### config.mk
export PLATFORM = sky130hd
export DESIGN_NAME = ssp_shift_port
export DESIGN_NICKNAME = d
export VERILOG_FILES = /design/src/rtl/ssp_pkg.sv /design/src/rtl/ssp_timing.sv /design/src/rtl/ssp_tx.sv /design/src/rtl/ssp_rx.sv /design/src/rtl/ssp_shift_port.sv
export SDC_FILE = /design/constraint.sdc
export NUM_CORES = 1
export LEC_CHECK = 0
export BUFFER_PORTS_ARGS = -buffer_cell sky130_fd_sc_hd__buf_4
export CORE_ASPECT_RATIO = 1.75
export CORE_UTILIZATION = 45
export CTS_BUF_LIST = sky130_fd_sc_hd__clkbuf_16
export DETAILED_ROUTE_END_ITERATION = 10
export PLACE_DENSITY = 0.77
export SETUP_SLACK_MARGIN = 0.15
export SLEW_MARGIN = 25
export SYNTH_ARGS = -nofsm -noshare
export SYNTH_HDL_FRONTEND = slang
export SYNTH_HIERARCHICAL = 1
export SYNTH_SLANG_ARGS = --single-unit
### constraint.sdc
create_clock -name clk -period 1.9 [get_ports clk]
set_clock_uncertainty 0.2 [all_clocks]
set_input_delay 0.285 -clock clk [delete_from_list [all_inputs] [get_ports clk]]
set_output_delay 0.285 -clock clk [all_outputs]
set_load 0.1 [all_outputs]
### src/rtl/ssp_pkg.sv
package ssp_pkg;
  typedef enum logic [1:0] {
    RX_IDLE  = 2'd0,
    RX_WAIT  = 2'd1,
    RX_SHIFT = 2'd2
  } rx_state_t;

  typedef struct packed {
    logic ren;
    logic ti;
    logic ri;
  } ctl_fields_t;
endpackage

### src/rtl/ssp_timing.sv
module ssp_timing #(
  parameter int STATES    = 6,
  parameter int PHASES    = 2,
  parameter int LOW_FIRST = 2,
  parameter int LOW_LAST  = 4
) (
  input  logic clk,
  input  logic rst_n,
  output logic tick,
  output logic low_win
);
  localparam int STEPS = STATES * PHASES;
  localparam int CW    = $clog2(STEPS);
  localparam logic [CW-1:0] LAST_STEP = CW'(STEPS - 1);
  localparam logic [CW-1:0] LOW_LO    = CW'(LOW_FIRST * PHASES);
  localparam logic [CW-1:0] LOW_HI    = CW'(LOW_LAST * PHASES + PHASES - 1);

  logic [CW-1:0] step_q, step_d;

  always_comb begin
    if (step_q == LAST_STEP) step_d = '0;
    else                     step_d = step_q + 1'b1;
  end

  always_ff @(posedge clk or negedge rst_n) begin
    if (!rst_n) step_q <= '0;
    else        step_q <= step_d;
  end

  assign tick    = (step_q == LAST_STEP);
  assign low_win = (step_q >= LOW_LO) && (step_q <= LOW_HI);
endmodule

### src/rtl/ssp_tx.sv
module ssp_tx #(
  parameter int W = 8
) (
  input  logic         clk,
  input  logic         rst_n,
  input  logic         tick,
  input  logic         load,
  input  logic [W-1:0] load_data,
  output logic         pin_q,
  output logic         bit_on,
  output logic         done
);
  logic [W:0] sr_q, sr_d;
  logic       pin_d, on_d;
  logic       busy;

  assign busy = |sr_q;

  always_comb begin
    sr_d  = sr_q;
    pin_d = pin_q;
    on_d  = bit_on;
    done  = 1'b0;
    if (tick) begin
      if (load) begin
        sr_d = {1'b1, load_data};
      end else if (busy) begin
        pin_d = sr_q[0];
        sr_d  = {1'b0, sr_q[W:1]};
        on_d  = |sr_q[W:1];
        done  = ~(|sr_q[W:1]);
      end
    end
  end

  always_ff @(posedge clk or negedge rst_n) begin
    if (!rst_n) begin
      sr_q   <= '0;
      pin_q  <= 1'b1;
      bit_on <= 1'b0;
    end else begin
      sr_q   <= sr_d;
      pin_q  <= pin_d;
      bit_on <= on_d;
    end
  end
endmodule

### src/rtl/ssp_rx.sv
module ssp_rx
  import ssp_pkg::*;
#(
  parameter int W = 8
) (
  input  logic         clk,
  input  logic         rst_n,
  input  logic         tick,
  input  logic         start,
  input  logic         din,
  output logic         shifting,
  output logic         done,
  output logic [W-1:0] word
);
  localparam int NW = $clog2(W);
  localparam logic [NW-1:0] LAST_BIT = NW'(W - 1);

  rx_state_t      st_q, st_d;
  logic [NW-1:0]  cnt_q, cnt_d;
  logic [W-1:0]   sr_q, sr_d, word_d;

  always_comb begin
    st_d   = st_q;
    cnt_d  = cnt_q;
    sr_d   = sr_q;
    word_d = word;
    done   = 1'b0;
    if (tick) begin
      unique case (st_q)
        RX_IDLE: if (start) st_d = RX_WAIT;
        RX_WAIT: begin
          st_d  = RX_SHIFT;
          cnt_d = '0;
        end
        RX_SHIFT: begin
          sr_d  = {din, sr_q[W-1:1]};
          cnt_d = cnt_q + 1'b1;
          if (cnt_q == LAST_BIT) begin
            word_d = {din, sr_q[W-1:1]};
            done   = 1'b1;
            st_d   = RX_IDLE;
          end
        end
        default: st_d = RX_IDLE;
      endcase
    end
  end

  always_ff @(posedge clk or negedge rst_n) begin
    if (!rst_n) begin
      st_q  <= RX_IDLE;
      cnt_q <= '0;
      sr_q  <= '0;
      word  <= '0;
    end else begin
      st_q  <= st_d;
      cnt_q <= cnt_d;
      sr_q  <= sr_d;
      word  <= word_d;
    end
  end

  assign shifting = (st_q == RX_SHIFT);
endmodule

### src/rtl/ssp_shift_port.sv
module ssp_shift_port
  import ssp_pkg::*;
#(
  parameter int W         = 8,
  parameter int STATES    = 6,
  parameter int PHASES    = 2,
  parameter int LOW_FIRST = 2,
  parameter int LOW_LAST  = 4
) (
  input  logic         clk,
  input  logic         rst_n,
  input  logic         buf_wr,
  input  logic [W-1:0] buf_wdata,
  input  logic         ctl_wr,
  input  logic         ctl_ren,
  input  logic         ctl_ti,
  input  logic         ctl_ri,
  input  logic         sdata_i,
  output logic         sdata_o,
  output logic         sdata_oe,
  output logic         sclk,
  output logic [W-1:0] rx_data,
  output logic         tx_done,
  output logic         rx_done,
  output logic         rx_en
);
  logic         tick, low_win;
  logic         tx_bit_on, tx_fin, rx_shift, rx_fin;

  // pending writes, held until the next S6P2 step
  logic         pbuf_v_q, pbuf_v_d;
  logic [W-1:0] pbuf_q, pbuf_d;
  logic         pctl_v_q, pctl_v_d;
  ctl_fields_t  pctl_q, pctl_d, ctl_eff;
  logic [W-1:0] buf_eff;
  logic         buf_apply, ctl_apply, rx_start;
  logic         ren_d, ti_d, ri_d;

  ssp_timing #(
    .STATES(STATES), .PHASES(PHASES), .LOW_FIRST(LOW_FIRST), .LOW_LAST(LOW_LAST)
  ) u_timing (
    .clk(clk), .rst_n(rst_n), .tick(tick), .low_win(low_win)
  );

  always_comb begin
    buf_eff   = buf_wr ? buf_wdata : pbuf_q;
    buf_apply = tick && (buf_wr || pbuf_v_q);
    ctl_eff   = ctl_wr ? ctl_fields_t'{ren: ctl_ren, ti: ctl_ti, ri: ctl_ri} : pctl_q;
    ctl_apply = tick && (ctl_wr || pctl_v_q);
    rx_start  = ctl_apply && ctl_eff.ren && !ctl_eff.ri;

    pbuf_v_d = pbuf_v_q;
    pbuf_d   = pbuf_q;
    if (buf_apply)   pbuf_v_d = 1'b0;
    else if (buf_wr) begin
      pbuf_v_d = 1'b1;
      pbuf_d   = buf_wdata;
    end

    pctl_v_d = pctl_v_q;
    pctl_d   = pctl_q;
    if (ctl_apply)   pctl_v_d = 1'b0;
    else if (ctl_wr) begin
      pctl_v_d = 1'b1;
      pctl_d   = ctl_eff;
    end

    ren_d = rx_en;
    ti_d  = tx_done;
    ri_d  = rx_done;
    if (ctl_apply) begin
      ren_d = ctl_eff.ren;
      ti_d  = ctl_eff.ti;
      ri_d  = ctl_eff.ri;
    end
    if (tx_fin) ti_d = 1'b1;
    if (rx_fin) ri_d = 1'b1;
  end

  always_ff @(posedge clk or negedge rst_n) begin
    if (!rst_n) begin
      pbuf_v_q <= 1'b0;
      pbuf_q   <= '0;
      pctl_v_q <= 1'b0;
      pctl_q   <= '0;
      rx_en    <= 1'b0;
      tx_done  <= 1'b0;
      rx_done  <= 1'b0;
    end else begin
      pbuf_v_q <= pbuf_v_d;
      pbuf_q   <= pbuf_d;
      pctl_v_q <= pctl_v_d;
      pctl_q   <= pctl_d;
      rx_en    <= ren_d;
      tx_done  <= ti_d;
      rx_done  <= ri_d;
    end
  end

  ssp_tx #(.W(W)) u_tx (
    .clk(clk), .rst_n(rst_n), .tick(tick), .load(buf_apply), .load_data(buf_eff),
    .pin_q(sdata_o), .bit_on(tx_bit_on), .done(tx_fin)
  );

  ssp_rx #(.W(W)) u_rx (
    .clk(clk), .rst_n(rst_n), .tick(tick), .start(rx_start), .din(sdata_i),
    .shifting(rx_shift), .done(rx_fin), .word(rx_data)
  );

  assign sdata_oe = tx_bit_on;
  assign sclk     = ~((tx_bit_on || rx_shift) && low_win);
endmodule

==> impl_metrics.xml, run 1 <==
<?xml version="1.0" encoding="UTF-8"?>
<metrics>
  <group name="status">
    <metric name="status" unit="">complete, but fails checks</metric>
    <metric name="violations_in_the_final_reports" unit="">DRC, setup timing</metric>
  </group>
  <group name="sta">
    <metric name="final_max_slew_viol_count" unit="">0</metric>
    <metric name="slew-limit-headroom" unit="%">72.4</metric>
    <metric name="timing_worst_slew_pin_value" unit="ns">0.414</metric>
    <metric name="final.hold.worst_slack" unit="ns">0.0388</metric>
    <metric name="rsz0062_at_grt" unit="">yes</metric>
    <metric name="setup-violations-final" unit="">9</metric>
    <metric name="setup_total_negative_slack" unit="ns">-0.193</metric>
    <metric name="final_min_period_over_clock_period" unit="%">103</metric>
    <metric name="max_freq" unit="MHz">512</metric>
    <metric name="finalWorstSetupSlack" unit="ns">-0.0516</metric>
    <metric name="final.min_clock_period" unit="ns">1.95</metric>
    <metric name="final-hold-violation-count" unit="">0</metric>
  </group>
  <group name="logic_synthesis">
    <metric name="synth_async_sr_flop_share" unit="%">100</metric>
    <metric name="yosys.area_share.simple" unit="%">10.6</metric>
    <metric name="synth-adder-area-share" unit="%">4.08</metric>
    <metric name="muxShareOfSynthArea" unit="%">22.7</metric>
    <metric name="combinational_family_with_the_most_area_after_synthesis" unit="">multiplexers</metric>
    <metric name="synth_seq_cells" unit="">51</metric>
    <metric name="yosysTopAreaCell" unit="">sky130_fd_sc_hd__dfrtp_1</metric>
    <metric name="post_synth.cell_area_avg" unit="µm²">12.5</metric>
    <metric name="synthTopCellsByArea" unit="">sky130_fd_sc_hd__dfrtp_1 (51%), sky130_fd_sc_hd__mux2_2 (14%), sky130_fd_sc_hd__mux2_4 (4.9%)</metric>
    <metric name="synthDistinctLibCells" unit="">36</metric>
    <metric name="yosysTopAreaCellShare" unit="%">51.0</metric>
    <metric name="synth.net_count" unit="">221</metric>
    <metric name="seq_area_frac_synth" unit="%">52.0</metric>
    <metric name="synthCells" unit="">197</metric>
    <metric name="yosysWarnings" unit="">6</metric>
    <metric name="synth_enable_flop_cells" unit="">0</metric>
    <metric name="synth-xor-area-share" unit="%">0</metric>
    <metric name="compound_cell_area_share_of_the_yosys_netlist" unit="%">7.14</metric>
    <metric name="syn_area" unit="mm²">0.00245</metric>
    <metric name="most_used_dff_post_synth" unit="">sky130_fd_sc_hd__dfrtp_1</metric>
  </group>
  <group name="finish">
    <metric name="nNetsFinal" unit="">279</metric>
    <metric name="instances_no_fill" unit="">311</metric>
    <metric name="post_route_cells_drive_above_1_share" unit="%">55.9</metric>
    <metric name="synthToLayoutAreaGrowth" unit="%">43.2</metric>
    <metric name="fin_area" unit="mm²">0.00352</metric>
    <metric name="multi_input_area" unit="mm²">0.00140</metric>
    <metric name="n_antenna_cell" unit="">0</metric>
    <metric name="num-fill-cells" unit="">358</metric>
    <metric name="share_of_the_core_filled_with_cells_in_the_final_layout" unit="%">66.9</metric>
    <metric name="sequential_cell_area" unit="mm²">0.00128</metric>
  </group>
  <group name="worst_setup_path">
    <metric name="end_kind" unit="">primary output</metric>
    <metric name="worst_ep_required_time" unit="ns">1.41</metric>
    <metric name="highest_fanout_seen_on_the_critical_path" unit="">3</metric>
    <metric name="critical_path.reg2reg.startpoint" unit="">u_timing/step_q[0]</metric>
    <metric name="cp_data_arrival_time" unit="ns">1.47</metric>
    <metric name="critical_path_type" unit="">reg2out</metric>
    <metric name="startpoint_type" unit="">flop</metric>
    <metric name="crit_path_start" unit="">u_timing/step_q[0]</metric>
  </group>
  <group name="clocking">
    <metric name="numCtsBuffers" unit="">5</metric>
    <metric name="cts_num_sinks" unit="">51</metric>
    <metric name="clock_path_buffers" unit="">2</metric>
    <metric name="tritoncts" unit="">yes</metric>
    <metric name="ctsHtreeMaxLevel" unit="">2</metric>
    <metric name="worstSkewPairLatency" unit="ns">0.29</metric>
    <metric name="clk_pin_slew" unit="ns">0.07</metric>
    <metric name="cts_root_buffer" unit="">sky130_fd_sc_hd__clkbuf_16</metric>
  </group>
  <group name="die">
    <metric name="start_util" unit="%">46.7</metric>
    <metric name="die-height" unit="µm">99.7</metric>
    <metric name="core" unit="mm²">0.00526</metric>
    <metric name="die_area" unit="mm²">0.00577</metric>
    <metric name="rows" unit="">35</metric>
    <metric name="die_w" unit="µm">57.8</metric>
    <metric name="io_pins" unit="">30</metric>
  </group>
  <group name="place">
    <metric name="port-buffer-count" unit="">29</metric>
    <metric name="placedCellCount" unit="">283</metric>
    <metric name="detailed_place_hpwl" unit="µm">3170</metric>
    <metric name="routabilityCongestion" unit="">0.710</metric>
    <metric name="placedInstanceArea" unit="mm²">0.00280</metric>
  </group>
  <group name="global_route">
    <metric name="grt_pass1_vias" unit="">1790</metric>
    <metric name="grt_pass1_wl" unit="µm">8560</metric>
    <metric name="overflow" unit="">0</metric>
    <metric name="pin_count_of_the_biggest_net_entering_global_routing" unit="">32</metric>
    <metric name="grt_antenna_before_repair" unit="">0</metric>
    <metric name="grt_use_total" unit="%">19.8</metric>
  </group>
  <group name="drt">
    <metric name="vias_per_cell" unit="">5.64</metric>
    <metric name="route.detailed.drc" unit="">2</metric>
    <metric name="vias" unit="">1755</metric>
    <metric name="antenna_violating_nets_post_route" unit="">0</metric>
    <metric name="wl_per_cell" unit="µm">18.6</metric>
    <metric name="drt-total-wl" unit="µm">5770</metric>
    <metric name="drt_first_pass_iters" unit="">7</metric>
    <metric name="first_iter_violations" unit="">65</metric>
  </group>
  <group name="power_and_ir_drop">
    <metric name="vdd.ir_drop.worst" unit="mV">0.541</metric>
    <metric name="cellPowerDensity" unit="mW/mm²">750</metric>
    <metric name="power.static_leakage" unit="nW">1.66</metric>
  </group>
  <group name="run">
    <metric name="drv_cap" unit="">0</metric>
  </group>
  <group name="worst_hold_path">
    <metric name="timing.hold.worst.class" unit="">in2reg</metric>
    <metric name="hold_start" unit="">sdata_i</metric>
  </group>
</metrics>
[cells in the mapped netlist, types with 4 or more instances]
library cell               number
sky130_fd_sc_hd__nand2b_1       6
sky130_fd_sc_hd__o21ai_0        5
sky130_fd_sc_hd__mux2_2        30
sky130_fd_sc_hd__buf_2          4
sky130_fd_sc_hd__nand2_1       14
sky130_fd_sc_hd__nor2_1        17
sky130_fd_sc_hd__ha_1           8
sky130_fd_sc_hd__inv_1          8
sky130_fd_sc_hd__a211oi_1       7
sky130_fd_sc_hd__dfrtp_1       50
sky130_fd_sc_hd__mux2i_1       10
sky130_fd_sc_hd__mux2_4         8
[kinds of logic (layout without fill, tap and decap cells)]
group / Yosys count / in the layout
AND/OR/NAND/NOR: 50 / 51
buffers and inverters: 15 / 73
multiplexers: 48 / 48
flip-flops: 51 / 51
AO/OA/AOI/OAI: 25 / 25
adder cells (fa/ha/maj): 8 / 8
[path summary, 6_finish.rpt]
check | endpoint | slack (ns) | cells after the start
setup / recovery | sclk | -0.05 | 7
hold / removal | u_rx/sr_q[7] | 0.04 | 2
setup reg to reg | u_tx/sr_q[7] | -0.04 | 7
hold reg to reg | u_rx/cnt_q[1] | 0.29 | 2
max in group asynchronous | u_tx/sr_q[7] | 0.78 | 3
min in group asynchronous | u_rx/word[1] | 0.27 | 2
[layout by cell type, fill, tap and decap left out, types with 5 or more instances in the layout]
master | synthesis | routed
sky130_fd_sc_hd__dfrtp_1 | 50 | 49
sky130_fd_sc_hd__a211oi_2 | 0 | 7
sky130_fd_sc_hd__buf_4 | 1 | 41
sky130_fd_sc_hd__mux2_2 | 30 | 6
sky130_fd_sc_hd__inv_1 | 8 | 5
sky130_fd_sc_hd__nor2_1 | 17 | 15
sky130_fd_sc_hd__mux2_4 | 8 | 32
sky130_fd_sc_hd__mux2i_1 | 10 | 9
sky130_fd_sc_hd__nand2_1 | 14 | 9
sky130_fd_sc_hd__nand2b_1 | 6 | 5
sky130_fd_sc_hd__clkbuf_16 | 0 | 6
sky130_fd_sc_hd__buf_6 | 1 | 8
[flip-flops by register name, summed over array words and instances (netlist names)]
signal,count
u_rx/sr_q,7
tx_done,1
pctl_v_q,1
u_tx/pin_q,1
rx_done,1
pbuf_q,8
u_tx/sr_q,9
u_rx/word,8
pctl_q,3
rx_en,1
u_rx/st_q,2
pbuf_v_q,1
u_tx/bit_on,1
u_rx/cnt_q,3
u_timing/step_q,4
[area by class of cell]
class	instances	share of cell area (%)
clock buffers	5	3.56
clock inverters	3	1.92
inverters	8	1.21
multi-input cells	132	39.9
flip-flops and latches	51	36.4
well taps	55	1.96
repair buffers	56	14.9
repair inverters	1	0.178
[routing by layer]
layer  wire [µm]  global-route usage [%]
met1        2270                    22.0
met4         151                    7.14
met2        3250                    37.0
met3          99                    2.73
met5           0                       0
[through the flow]
step,power [mW],worst slack (ns)
global placement,1.45,0.0154
CTS,2.63,-0.0683
global route,2.71,-0.101
finish,2.64,-0.0516
floorplan,1.36,0.0127
detailed placement,1.45,-0.00323
[report_power, final]
| group | total (mW) | switching, mW | internal, mW |
|---|---|---|---|
| registers | 1.19 | 0.0501 | 1.14 |
| logic | 0.289 | 0.153 | 0.136 |
| clock network | 1.16 | 0.402 | 0.754 |
| total | 2.64 | 0.605 | 2.03 |
[worst max-delay path, cell delays in order, from the launching register on]
cell,delay (ns)
sky130_fd_sc_hd__dfrtp_1,0.41
sky130_fd_sc_hd__buf_6,0.15
sky130_fd_sc_hd__inv_4,0.05
sky130_fd_sc_hd__ha_4,0.11
sky130_fd_sc_hd__nor2_2,0.04
sky130_fd_sc_hd__o21ai_2,0.16
sky130_fd_sc_hd__o21ai_4,0.09
sky130_fd_sc_hd__buf_12,0.17
[repair_timing]
item,in CTS,in global routing
pin swaps,9,9
cloned,2,1
gates resized for setup,61,30
endpoints found under the hold margin,29,0
endpoints found under the setup margin,43,45
hold buffers,1,0
setup buffers,9,7
Power figures use the tool's default switching activity.
==> run 2, diff against run 1 <==
CORE_MARGIN = 10   (was unset)
==> run 2 against run 1 <==
Against the previous run: largest cell class unchanged; highest routed layer unchanged; clock-buffer cell count is the same; clock power decreased by 26%; critical endpoint unchanged; sequential power hardly changed; the flow finishes with violations (setup timing).
==> impl_metrics.xml, run 2 (synthesized netlist as in run 1, its figures left out) <==
<?xml version="1.0" encoding="UTF-8"?>
<metrics>
  <group name="die">
    <metric name="rows" unit="">35</metric>
    <metric name="die-height" unit="µm">118</metric>
    <metric name="start_util" unit="%">46.3</metric>
    <metric name="die_area" unit="mm²">0.00893</metric>
    <metric name="io_pins" unit="">30</metric>
    <metric name="die_w" unit="µm">75.8</metric>
    <metric name="core" unit="mm²">0.00530</metric>
  </group>
  <group name="drt">
    <metric name="first_iter_violations" unit="">88</metric>
    <metric name="drt-total-wl" unit="µm">5580</metric>
    <metric name="drt_first_pass_iters" unit="">4</metric>
    <metric name="top_signal_layer_used" unit="">met4</metric>
    <metric name="wl_met3" unit="µm">177</metric>
    <metric name="route.layer.met1.wl" unit="µm">2270</metric>
    <metric name="detailroute.wirelength.met2" unit="µm">3020</metric>
    <metric name="wl_per_cell" unit="µm">17.1</metric>
    <metric name="antenna_violating_nets_post_route" unit="">0</metric>
    <metric name="vias" unit="">1690</metric>
    <metric name="vias_per_cell" unit="">5.18</metric>
    <metric name="route.detailed.drc" unit="">0</metric>
  </group>
  <group name="worst_setup_path">
    <metric name="crit_path_start" unit="">u_timing/step_q[1]</metric>
    <metric name="critical_path.reg2reg.endpoint" unit="">u_tx/sr_q[6]</metric>
    <metric name="reg_to_reg_slack_setup" unit="ns">0.01</metric>
    <metric name="max_stage_delay" unit="ns">0.39</metric>
    <metric name="critical_path_type" unit="">reg2out</metric>
    <metric name="end_kind" unit="">primary output</metric>
    <metric name="crit_path_end" unit="">sclk</metric>
    <metric name="highest_fanout_seen_on_the_critical_path" unit="">2</metric>
    <metric name="worst_ep_required_time" unit="ns">1.41</metric>
    <metric name="startpoint_type" unit="">flop</metric>
    <metric name="cp_cell_sequence" unit="">buf_6, inv_6, ha_4, nor2_2, o21ai_2, o21ai_4, buf_12</metric>
    <metric name="cp_data_arrival_time" unit="ns">1.42</metric>
    <metric name="cpMaxStageDelayCell" unit="">sky130_fd_sc_hd__dfrtp_1</metric>
    <metric name="r2r_cells" unit="">7</metric>
    <metric name="critical_path.reg2reg.startpoint" unit="">u_timing/step_q[1]</metric>
  </group>
  <group name="sta">
    <metric name="slew-limit-headroom" unit="%">56.8</metric>
    <metric name="rsz0062_at_grt" unit="">yes</metric>
    <metric name="final_max_slew_viol_count" unit="">0</metric>
    <metric name="setup-violations-final" unit="">1</metric>
    <metric name="final.hold.worst_slack" unit="ns">0.0406</metric>
    <metric name="final_min_period_over_clock_period" unit="%">100</metric>
    <metric name="finalWorstSetupSlack" unit="ns">-0.00807</metric>
    <metric name="setup_total_negative_slack" unit="ns">-0.00807</metric>
    <metric name="final-hold-violation-count" unit="">0</metric>
    <metric name="timing_worst_slew_pin_value" unit="ns">0.647</metric>
    <metric name="final.min_clock_period" unit="ns">1.91</metric>
    <metric name="max_freq" unit="MHz">524</metric>
  </group>
  <group name="finish">
    <metric name="largest_reg_flops" unit="">9</metric>
    <metric name="final_common_cell" unit="">sky130_fd_sc_hd__dfrtp_1</metric>
    <metric name="nNetsFinal" unit="">275</metric>
    <metric name="n_antenna_cell" unit="">0</metric>
    <metric name="mostFrequentLayoutCells" unit="">sky130_fd_sc_hd__dfrtp_1 (49), sky130_fd_sc_hd__buf_4 (38), sky130_fd_sc_hd__mux2_4 (28)</metric>
    <metric name="synthToLayoutAreaGrowth" unit="%">39.2</metric>
    <metric name="share_of_the_core_filled_with_cells_in_the_final_layout" unit="%">64.5</metric>
    <metric name="layout_top_registers" unit="">u_tx/sr_q (9), pbuf_q (8), u_rx/word (8)</metric>
    <metric name="max_flop_register" unit="">u_tx/sr_q</metric>
    <metric name="post_route_cells_drive_above_1_share" unit="%">54.8</metric>
  </group>
  <group name="clocking">
    <metric name="numCtsBuffers" unit="">5</metric>
    <metric name="cts_num_sinks" unit="">51</metric>
    <metric name="cts_root_buffer" unit="">sky130_fd_sc_hd__clkbuf_16</metric>
    <metric name="ctsHtreeMaxLevel" unit="">2</metric>
    <metric name="clock_path_buffers" unit="">2</metric>
    <metric name="clk_pin_slew" unit="ns">0.06</metric>
    <metric name="tritoncts" unit="">yes</metric>
    <metric name="worstSkewPairLatency" unit="ns">0.29</metric>
  </group>
  <group name="global_route">
    <metric name="grt_use_total" unit="%">12.8</metric>
    <metric name="grt_pass1_wl" unit="µm">9060</metric>
    <metric name="grt_pass1_vias" unit="">1855</metric>
    <metric name="grt_antenna_before_repair" unit="">0</metric>
    <metric name="pin_count_of_the_biggest_net_entering_global_routing" unit="">52</metric>
    <metric name="overflow" unit="">0</metric>
  </group>
  <group name="power_and_ir_drop">
    <metric name="power.static_leakage" unit="nW">1.59</metric>
    <metric name="total_power" unit="mW">2.31</metric>
    <metric name="vdd.ir_drop.worst" unit="mV">0.470</metric>
    <metric name="cellPowerDensity" unit="mW/mm²">677</metric>
  </group>
  <group name="run">
    <metric name="drv_cap" unit="">0</metric>
  </group>
  <group name="worst_hold_path">
    <metric name="timing.hold.worst.class" unit="">in2reg</metric>
  </group>
  <group name="place">
    <metric name="detailed_place_hpwl" unit="µm">3400</metric>
    <metric name="port-buffer-count" unit="">29</metric>
    <metric name="routabilityCongestion" unit="">0.778</metric>
  </group>
  <group name="status">
    <metric name="status" unit="">complete, but fails checks</metric>
    <metric name="violations_in_the_final_reports" unit="">setup timing</metric>
  </group>
</metrics>
## run 2: changes by cell type in the layout (fill, tap and decap cells not counted), moves of 3 or more
cell | previous run | this run
sky130_fd_sc_hd__a211oi_1 | 0 | 5
sky130_fd_sc_hd__a211oi_2 | 7 | 2
sky130_fd_sc_hd__buf_4 | 41 | 38
sky130_fd_sc_hd__mux2_2 | 6 | 10
sky130_fd_sc_hd__mux2_4 | 32 | 28
## run 2: worst min-delay path by stage
stage                     slack, ns  cells after the start            to     from
final                          0.04                      2  u_rx/word[7]  sdata_i
after global routing           0.04                      2  u_rx/word[7]  sdata_i
after CTS                      0.04                      2  u_rx/word[7]  sdata_i
after detailed placement       0.16                      1  u_tx/sr_q[4]    rst_n
after global placement         0.15                      1     pbuf_q[3]    rst_n
after floorplan               -0.21                      0     pbuf_q[0]    rst_n
## run 2: timing repair
action	4_1_cts	5_1_grt
endpoints found under the setup margin	42	46
gates resized for setup	48	35
pin swaps	3	10
setup buffers	9	4
hold endpoints to repair	50	0
hold buffers	1	0
## run 2: area by class of cell
class	instances	area [µm²]
clock buffers	5	125
clock inverters	3	12.5
fillers	383	1880
inverters	8	42.5
multi-input cells	131	1350
flip-flops and latches	51	1280
well taps	74	92.6
repair buffers	54	515
## run 2: critical path: cells and delay by family (launching register included)
kind            cells  cell delay [ns]
flops               1             0.39
buf+inv             3             0.36
compound gates      2             0.23
fa+ha+maj           1             0.12
simple gates        1             0.04
## run 2: routing by layer
| metal | up-vias | track usage [%] |
|---|---|---|
| met2 | 31 | 20.9 |
| li1 | 802 | - |
| met3 | 9 | 2.45 |
| met4 | 0 | 5.84 |
| met1 | 848 | 15.4 |
| met5 | - | 0 |
## run 2: report_power, final
group,switching [mW],internal (mW)
Combinational,0.143,0.125
Sequential,0.0456,1.14
Clock,0.381,0.477
## run 2: through the flow
| stage | setup WS, ns | instances | area (µm²) |
|---|---|---|---|
| finish | -0.00807 | 326 | 3420 |
| CTS | -0.0316 | 322 | 3250 |
| global route | -0.0708 | 326 | 3420 |
| detailed placement | 0.00196 | 304 | 2840 |
| global placement | 0.0607 | 304 | 2840 |
| floorplan | 0.0127 | 197 | 2490 |
